==> config.mk <==
export PLATFORM = sky130hd
export DESIGN_NAME = rx_dest_filter
export DESIGN_NICKNAME = d
export VERILOG_FILES = /design/src/rtl/rx_dest_filter.sv
export SDC_FILE = /design/constraint.sdc
export NUM_CORES = 1
export LEC_CHECK = 0
export ABC_CLOCK_PERIOD_IN_PS = 6850
export BUFFER_PORTS_ARGS = -buffer_cell sky130_fd_sc_hd__buf_2
export CORE_UTILIZATION = 45
export CTS_CLUSTER_DIAMETER = 30
export DETAILED_ROUTE_END_ITERATION = 10
export GPL_TIMING_DRIVEN = 0
export PLACE_DENSITY_LB_ADDON = 0.08
export SYNTH_ARGS = -nofsm -noshare
export SYNTH_HDL_FRONTEND = slang
export SYNTH_SLANG_ARGS = --single-unit
==> constraint.sdc <==
create_clock -name clk -period 6.85 [get_ports clk]
set_input_delay 0 -clock clk [delete_from_list [all_inputs] [get_ports clk]]
set_output_delay 0 -clock clk [all_outputs]
set_load 0.1 [all_outputs]
==> src/rtl/rx_dest_filter.sv <==
module rx_dest_filter #(
  parameter logic [31:0] CRC_POLY = 32'hEDB88320,
  parameter int          HDR_LEN  = 6
) (
  input  logic        clk,
  input  logic        rst_n,
  input  logic        reg_we,
  input  logic [3:0]  reg_addr,
  input  logic [15:0] reg_wdata,
  input  logic        in_valid,
  input  logic        in_sof,
  input  logic [7:0]  in_data,
  output logic        dec_valid,
  output logic        dec_accept
);
  localparam int CW = $clog2(HDR_LEN + 1);
  localparam logic [CW-1:0] IDLE = CW'(HDR_LEN);
  localparam logic [CW-1:0] LAST = CW'(HDR_LEN - 1);

  function automatic logic [31:0] crc_byte(input logic [31:0] c, input logic [7:0] d);
    logic [31:0] r;
    r = c;
    for (int i = 0; i < 8; i++)
      r = (r >> 1) ^ ((r[0] ^ d[i]) ? CRC_POLY : 32'h0);
    return r;
  endfunction

  logic        en_q, pm_q, he_q;
  logic [15:0] st_q [3];
  logic [15:0] hash_q [4];

  always_ff @(posedge clk) begin
    if (!rst_n) begin
      en_q <= 1'b0;
      pm_q <= 1'b0;
      he_q <= 1'b0;
      for (int i = 0; i < 3; i++) st_q[i] <= '0;
      for (int i = 0; i < 4; i++) hash_q[i] <= '0;
    end else if (reg_we) begin
      case (reg_addr)
        4'd0: begin
          en_q <= reg_wdata[0];
          pm_q <= reg_wdata[6];
          he_q <= reg_wdata[11];
        end
        4'd1, 4'd2, 4'd3: st_q[reg_addr[1:0] - 2'd1] <= reg_wdata;
        4'd4, 4'd5, 4'd6, 4'd7: hash_q[reg_addr[1:0]] <= reg_wdata;
        default: ;
      endcase
    end
  end

  logic [CW-1:0] cnt_q;
  logic [31:0]   crc_q;
  logic [39:0]   sh_q;

  wire         start   = in_valid && in_sof;
  wire         advance = in_valid && !in_sof && (cnt_q < IDLE);
  wire         fire    = in_valid && !in_sof && (cnt_q == LAST);
  wire  [31:0] crc_nxt = crc_byte(start ? 32'hFFFFFFFF : crc_q, in_data);
  wire  [47:0] hdr     = {sh_q, in_data};
  wire  [47:0] station = {st_q[0], st_q[1], st_q[2]};
  wire  [5:0]  hidx    = crc_nxt[31:26];
  wire  [15:0] hword   = hash_q[2'd3 - hidx[5:4]];
  wire         hhit    = he_q && hword[hidx[3:0]];
  wire         accept  = en_q && (pm_q || (hdr == station) || (&hdr) || hhit);

  always_ff @(posedge clk) begin
    if (!rst_n) begin
      cnt_q <= IDLE;
      crc_q <= 32'hFFFFFFFF;
      sh_q  <= '0;
    end else if (start || advance) begin
      cnt_q <= start ? CW'(1) : cnt_q + CW'(1);
      crc_q <= crc_nxt;
      sh_q  <= {sh_q[31:0], in_data};
    end
  end

  always_ff @(posedge clk) begin
    if (!rst_n) begin
      dec_valid  <= 1'b0;
      dec_accept <= 1'b0;
    end else begin
      dec_valid  <= fire;
      dec_accept <= fire && accept;
    end
  end

  AST_DISABLED_REJECT: assert property (@(posedge clk) disable iff (!rst_n)
    dec_valid && !$past(en_q) |-> !dec_accept);
  AST_PROMISC_ACCEPT: assert property (@(posedge clk) disable iff (!rst_n)
    dec_valid && $past(en_q && pm_q) |-> dec_accept);
  AST_STATION_ACCEPT: assert property (@(posedge clk) disable iff (!rst_n)
    dec_valid && $past(en_q && (hdr == station)) |-> dec_accept);
  AST_BCAST_ACCEPT: assert property (@(posedge clk) disable iff (!rst_n)
    dec_valid && $past(en_q && (&hdr)) |-> dec_accept);
  AST_SINGLE_PULSE: assert property (@(posedge clk) disable iff (!rst_n)
    dec_valid |=> !dec_valid);
  AST_PULSE_AFTER_BYTE: assert property (@(posedge clk) disable iff (!rst_n)
    dec_valid |-> $past(in_valid && !in_sof));
  AST_ACCEPT_QUALIFIED: assert property (@(posedge clk) disable iff (!rst_n)
    !dec_valid |-> !dec_accept);
  AST_COUNT_RANGE: assert property (@(posedge clk) disable iff (!rst_n)
    cnt_q <= IDLE);
endmodule

# == Yosys cells after proc, flatten, opt, wreduce, memory -nomap -nowiden ==
# Memories as Yosys holds them, arrays and structs flattened.
# Index checks and enable logic that the tools add are counted.
# op_classes
n_addsub,3
multipliers,0
n_div,0
order_cmp,2
eq_ne,9
n_shift,0
n_mux,27
n_bitwise,16
reduce_logical,19
# ops
operator,n
$mux 32,9
$xor 31x32->32,8
$eq 48x48->1,1
$reduce_and 48->1,1
$mux 16,2
$reduce_or 16->1,2
$eq 4x3->1 const B,4
$mux 1,12
$eq 4x2->1 const B,2
$xor 1x1->1,8
$logic_and 1x1->1,7
$lt 4x5->1 const B,1
$bmux 1 s4,1
$eq 4x1->1 const B,1
$logic_not 4->1,1
$logic_or 1x1->1,4
$mux 2,2
$reduce_or 4->1,1
$add 3x1->3 const B,1
$eq 3x3->1 const B,1
$lt 3x3->1 const B,1
$mux 3,1
$reduce_or 3->1,1
$reduce_and 2->1,1
3 further kinds,3
# word_totals
register_bits,80
latchBits,0
ramBits,112
romBits,0
input_bits,33
wordCells,86
mem_count,2
# mem_list
name,words,word_bits,rd,rd_clocked_by_memory_dff,wr,line_no,rtl
hash_q,4,16,1,0,4,30,logic [15:0] hash_q [4];
st_q,3,16,3,0,3,29,logic [15:0] st_q [3];

# == Depth between registers and ports, before layout ==
# An unclocked memory read counts as a cell.
# logic_depth
depth_word,34
depth_mapped,11
depth_no_buf,8

# == Worst setup path before layout ==
# Ideal clock, no wire load.
# synth_path
path_kind,flip-flop to flip-flop
start,register crc_q[3]
end,register dec_accept
setup_time_ps,103
arrival_time_ps,2254
t_required_ps,6747
slack_ps,4492
path_stages_with_launch,8
n_path_buf,0
synth_period_minus_slack_ps,2358
cell_sequence,dfxtp_1 > a21oi_2 > xnor2_1 > xor3_1 > xnor2_1 > mux2i_1 > o211ai_2 > a2111oi_2
# synth_via
elab_chain_cells,17
# synth_lines
element,line_no,rtl
from (decl),54,logic [31:0] crc_q;
from (signal assigned),75,crc_q <= crc_nxt;
$mux 32,60,"wire [31:0] crc_nxt = crc_byte(start ? 32'hFFFFFFFF : crc_q, in_data);"
$xor 31x32->32 (3 in series),24,r = (r >> 1) ^ ((r[0] ^ d[i]) ? CRC_POLY : 32'h0);
$xor 1x1->1,24,
$mux 32,24,
$xor 31x32->32 (5 in series),24,
$bmux 1 s4,65,wire hhit = he_q && hword[hidx[3:0]];
$mux 1 (not written as such),65,
$logic_and 1x1->1,65,
$logic_or 1x1->1,66,wire accept = en_q && (pm_q || (hdr == station) || (&hdr) || hhit);
$logic_and 1x1->1,66,
$logic_and 1x1->1,86,dec_accept <= fire && accept;
to (signal assigned),86,
to (decl),14,output logic dec_accept
# Every way passes these cells. The select of a mux whose other input is x is not followed.
# A chain may end at the register's enable or synchronous reset.

# == Worst setup path after layout ==
# Ends and elaborated chain as after synthesis.

==> impl_metrics.csv <==
group,metric,value,unit
job,drv_cap,0,
sta,setup_viol,0,
setup_path,crit_family,"XOR/XNOR gates",
global_route,grt_antenna_before_repair,0,
logic_synthesis,syn_area,9400,sq um
sta,tns,0,ns
min_path,hold_path_class,"in -> reg",
finish,drive_gt1_frac,0.116,
global_route,grt_pass1_vias,6434,
logic_synthesis,synth_common_cells,"nand2_1 (142), edfxtp_1 (112), nor2_1 (99), xnor2_1 (96), dfxtp_1 (80)",
logic_synthesis,yosysWarningCount,0,
sta,worst_pin_slew,1.01,ns
global_route,gr-total-overflow,0,
sta,layout_min_cycle_time,3.24,ns
setup_path,slowest_delay,0.69,ns
routing,drc,0,
logic_synthesis,synth-seq-area-share,0.528,
power,irDropWorstVdd,0.000175,V
setup_path,crit_path_start_kind,"flip-flop",
cts,cts_root_buf,"clkbuf_16",
global_route,grt_max_degree,23,
finish,finalNetCount,1005,
place,dp_cells,1195,
place,gp_congestion,0.818,
finish,final_cells,1253,
sta,final_hold_viol_count,0,
cts,path_clk_slew,0.08,ns
floorplan,fp.dieW,147,um
place,post_dp_cell_area,9940,sq um
logic_synthesis,synth_compound_area_frac,0.0810,
finish,finalInstanceArea,10800,sq um
cts,cts_max_path_buffers,2,
logic_synthesis,synth-edff-count,112,
cts,postCtsResizedCells,0,
routing,wl_per_cell,20.1,um
global_route,grt_pass1_wl,39000,um
floorplan,die_h,147,um
floorplan,dieArea,21500,sq um
sta,relSlewSlack,0.328,
routing,finalWirelength,25100,um
logic_synthesis,ys.flop_type,"edfxtp_1",
sta,slew_violations,0,
setup_path,required,7.19,ns
logic_synthesis,netlist_top_cells_area,"edfxtp_1 (36%), dfxtp_1 (17%), xnor2_1 (8.9%), nand2_1 (5.7%), nor2_1 (4.0%)",
cts,insertion_delay,0.45,ns
floorplan,io_pins,35,
logic_synthesis,synth_most_common_cell,"nand2_1",
logic_synthesis,synth_top_family_by_area,"simple AND/OR/NAND/NOR gates",
cts,clock_sinks,192,
sta,finClkSkew,0.0113,ns
sta,fin_ws,3.61,ns
floorplan,start_util,0.462,
logic_synthesis,synth_top_cell_area_share,0.358,
sta,rsz0062_at_grt,"false",
sta,fmax,0.309,GHz
logic_synthesis,synth-seq-cells,192,
setup_path,crit_top_cell,"xnor2_1",
global_route,grt_use_total,0.247,
logic_synthesis,synth_area_leader_cell,"edfxtp_1",
logic_synthesis,synth_cells,896,
setup_path,crit_type,"reg -> reg",
place,pre_cts_ws,3.62,ns
setup_path,cp.arrival,3.58,ns
routing,ant_nets,0,
power,power.leakage,3.86,nW
setup_path,crit_chain,"a21oi_2, xnor2_1, xor3_1, xnor2_1, mux2i_1, o211ai_2, a2111oi_2",
floorplan,fp.coreArea,20400,sq um
setup_path,cp_max_fo,7,
routing,via_per_inst,5.36,
routing,via_count,6713,
logic_synthesis,synthMuxAreaShare,0.0515,
routing,drt_pass1_iterations,5,
cts,cts_max_level,4,
floorplan,fp-row-count,52,
logic_synthesis,yosys.area_share.simple,0.171,
logic_synthesis,synth-xor-area-share,0.129,
logic_synthesis,synth_nets,931,
cts,cts_tree,"yes",
finish,n_antenna_cell,0,
finish,area_growth,15.3,%
logic_synthesis,async_reset_ff_frac,0,
finish,n_fill_cell,1836,
place,portBuffers,24,
setup_path,worst-path-buf-inv,0,
sta,fin_crit_sh,0.473,
setup_path,endpoint_kind,"flip-flop",
routing,drt_iter0_drc,578,
place,dpl.hpwl,17900,um
power,power.density_cell_area,302,nW/um^2
cts,cts-buffers-inserted,17,
logic_synthesis,synthAdderAreaFrac,0.00266,
setup_path,critical_path.slowest_cell,"xnor2_1",
logic_synthesis,avgSynthCellArea,10.5,sq um
outcome,outcome,"finished clean",
logic_synthesis,synth_cell_type_count,59,
## path summary, 6_finish.rpt
check,cells after the start,startpoint,slack [ns],end
min,4,in_sof,0.04,cnt_q[2]
max,7,crc_q[3],3.61,dec_accept
min reg2reg,2,sh_q[35],0.49,sh_q[35]
max reg2reg,7,crc_q[3],3.61,dec_accept
## stage by stage
stage / hold WS (ns) / power [mW] / utilization
detailed placement: 0.303 / 2.21 / 0.488
global route: 0.0493 / 3.42 / 0.532
CTS: 0.00676 / 3.29 / 0.532
floorplan: 0.140 / 2.01 / -
finish: 0.0380 / 3.28 / 0.532
global placement: 0.295 / 2.21 / 0.484
## metal layers
metal,vias to the layer above,track usage,routed length [um]
met5,-,0,0
met1,3281,0.359,12000
met4,0,0.0667,397
met2,181,0.382,11400
met3,30,0.0391,1260
li1,3221,-,-
## cells in the final DEF (no fill, tap or decap), types with 3 or more instances in the layout
| cell | instances |
|---|---|
| mux4_1 | 4 |
| nand3_1 | 7 |
| a31oi_1 | 3 |
| o211ai_1 | 12 |
| mux4_2 | 11 |
| a21oi_1 | 64 |
| nand2_1 | 142 |
| xnor2_2 | 4 |
| buf_4 | 7 |
| nor4_1 | 7 |
| o22ai_1 | 11 |
| xor2_1 | 18 |
| dfxtp_1 | 80 |
| clkbuf_16 | 17 |
| and2_1 | 49 |
| edfxtp_1 | 112 |
| buf_6 | 5 |
| inv_1 | 20 |
| o21ai_1 | 3 |
| clkbuf_1 | 39 |
| o21ai_0 | 13 |
| inv_8 | 4 |
| mux2i_1 | 12 |
| buf_8 | 3 |
| inv_6 | 4 |
| xnor2_1 | 96 |
| o22a_1 | 3 |
| nand4_1 | 26 |
| buf_2 | 28 |
| nor2_1 | 99 |
| nand2b_1 | 3 |
| o21ai_2 | 5 |
| dlygate4sd3_1 | 26 |
| inv_12 | 4 |
## cell type report
cell class	count	area (sq um)	share of cell area
flip-flops and latches	192	4960	0.458
multi-input cells	628	4110	0.380
repair buffers	55	444	0.0410
clock buffers	17	425	0.0393
well taps	270	338	0.0312
plain buffers	55	264	0.0244
clock inverters	15	208	0.0192
inverters	21	78.8	0.00727
## kinds of logic (layout without fill, tap and decap cells)
logic type / after synthesis / after routing
multiplexers: 28 / 28
buffers and inverters: 76 / 163
AO/OA/AOI/OAI: 125 / 125
AND/OR/NAND/NOR: 348 / 348
flip-flops: 192 / 192
adder cells (fa/ha/maj): 2 / 2
XOR/XNOR: 125 / 125
## registers in the layout (all words and copies together) (netlist names)
| signal | cells |
|---|---|
| hash_q | 64 |
| st_q | 48 |
| sh_q | 40 |
| crc_q | 32 |
| cnt_q | 3 |
| dec_accept | 1 |
| dec_valid | 1 |
| en_q | 1 |
| he_q | 1 |
| pm_q | 1 |
## worst register-to-register path: stages (launching register included)
cell	delay, ns
dfxtp_1	0.39
a21oi_2	0.05
xnor2_1	0.63
xor3_1	0.47
xnor2_1	0.69
mux2i_1	0.41
o211ai_2	0.12
a2111oi_2	0.38
## power by group
group | switching, mW | internal [mW]
Clock | 0.531 | 0.542
Sequential | 0.0601 | 1.30
Combinational | 0.466 | 0.375
## timing repair
action / 4_1_cts / 5_1_grt
buffers inserted: 0 / 0
setup endpoints to repair: 0 / 0
endpoints found under the hold margin: 70 / 0
hold buffers: 26 / 0
Note: power is estimated with default switching activity, not from simulation.
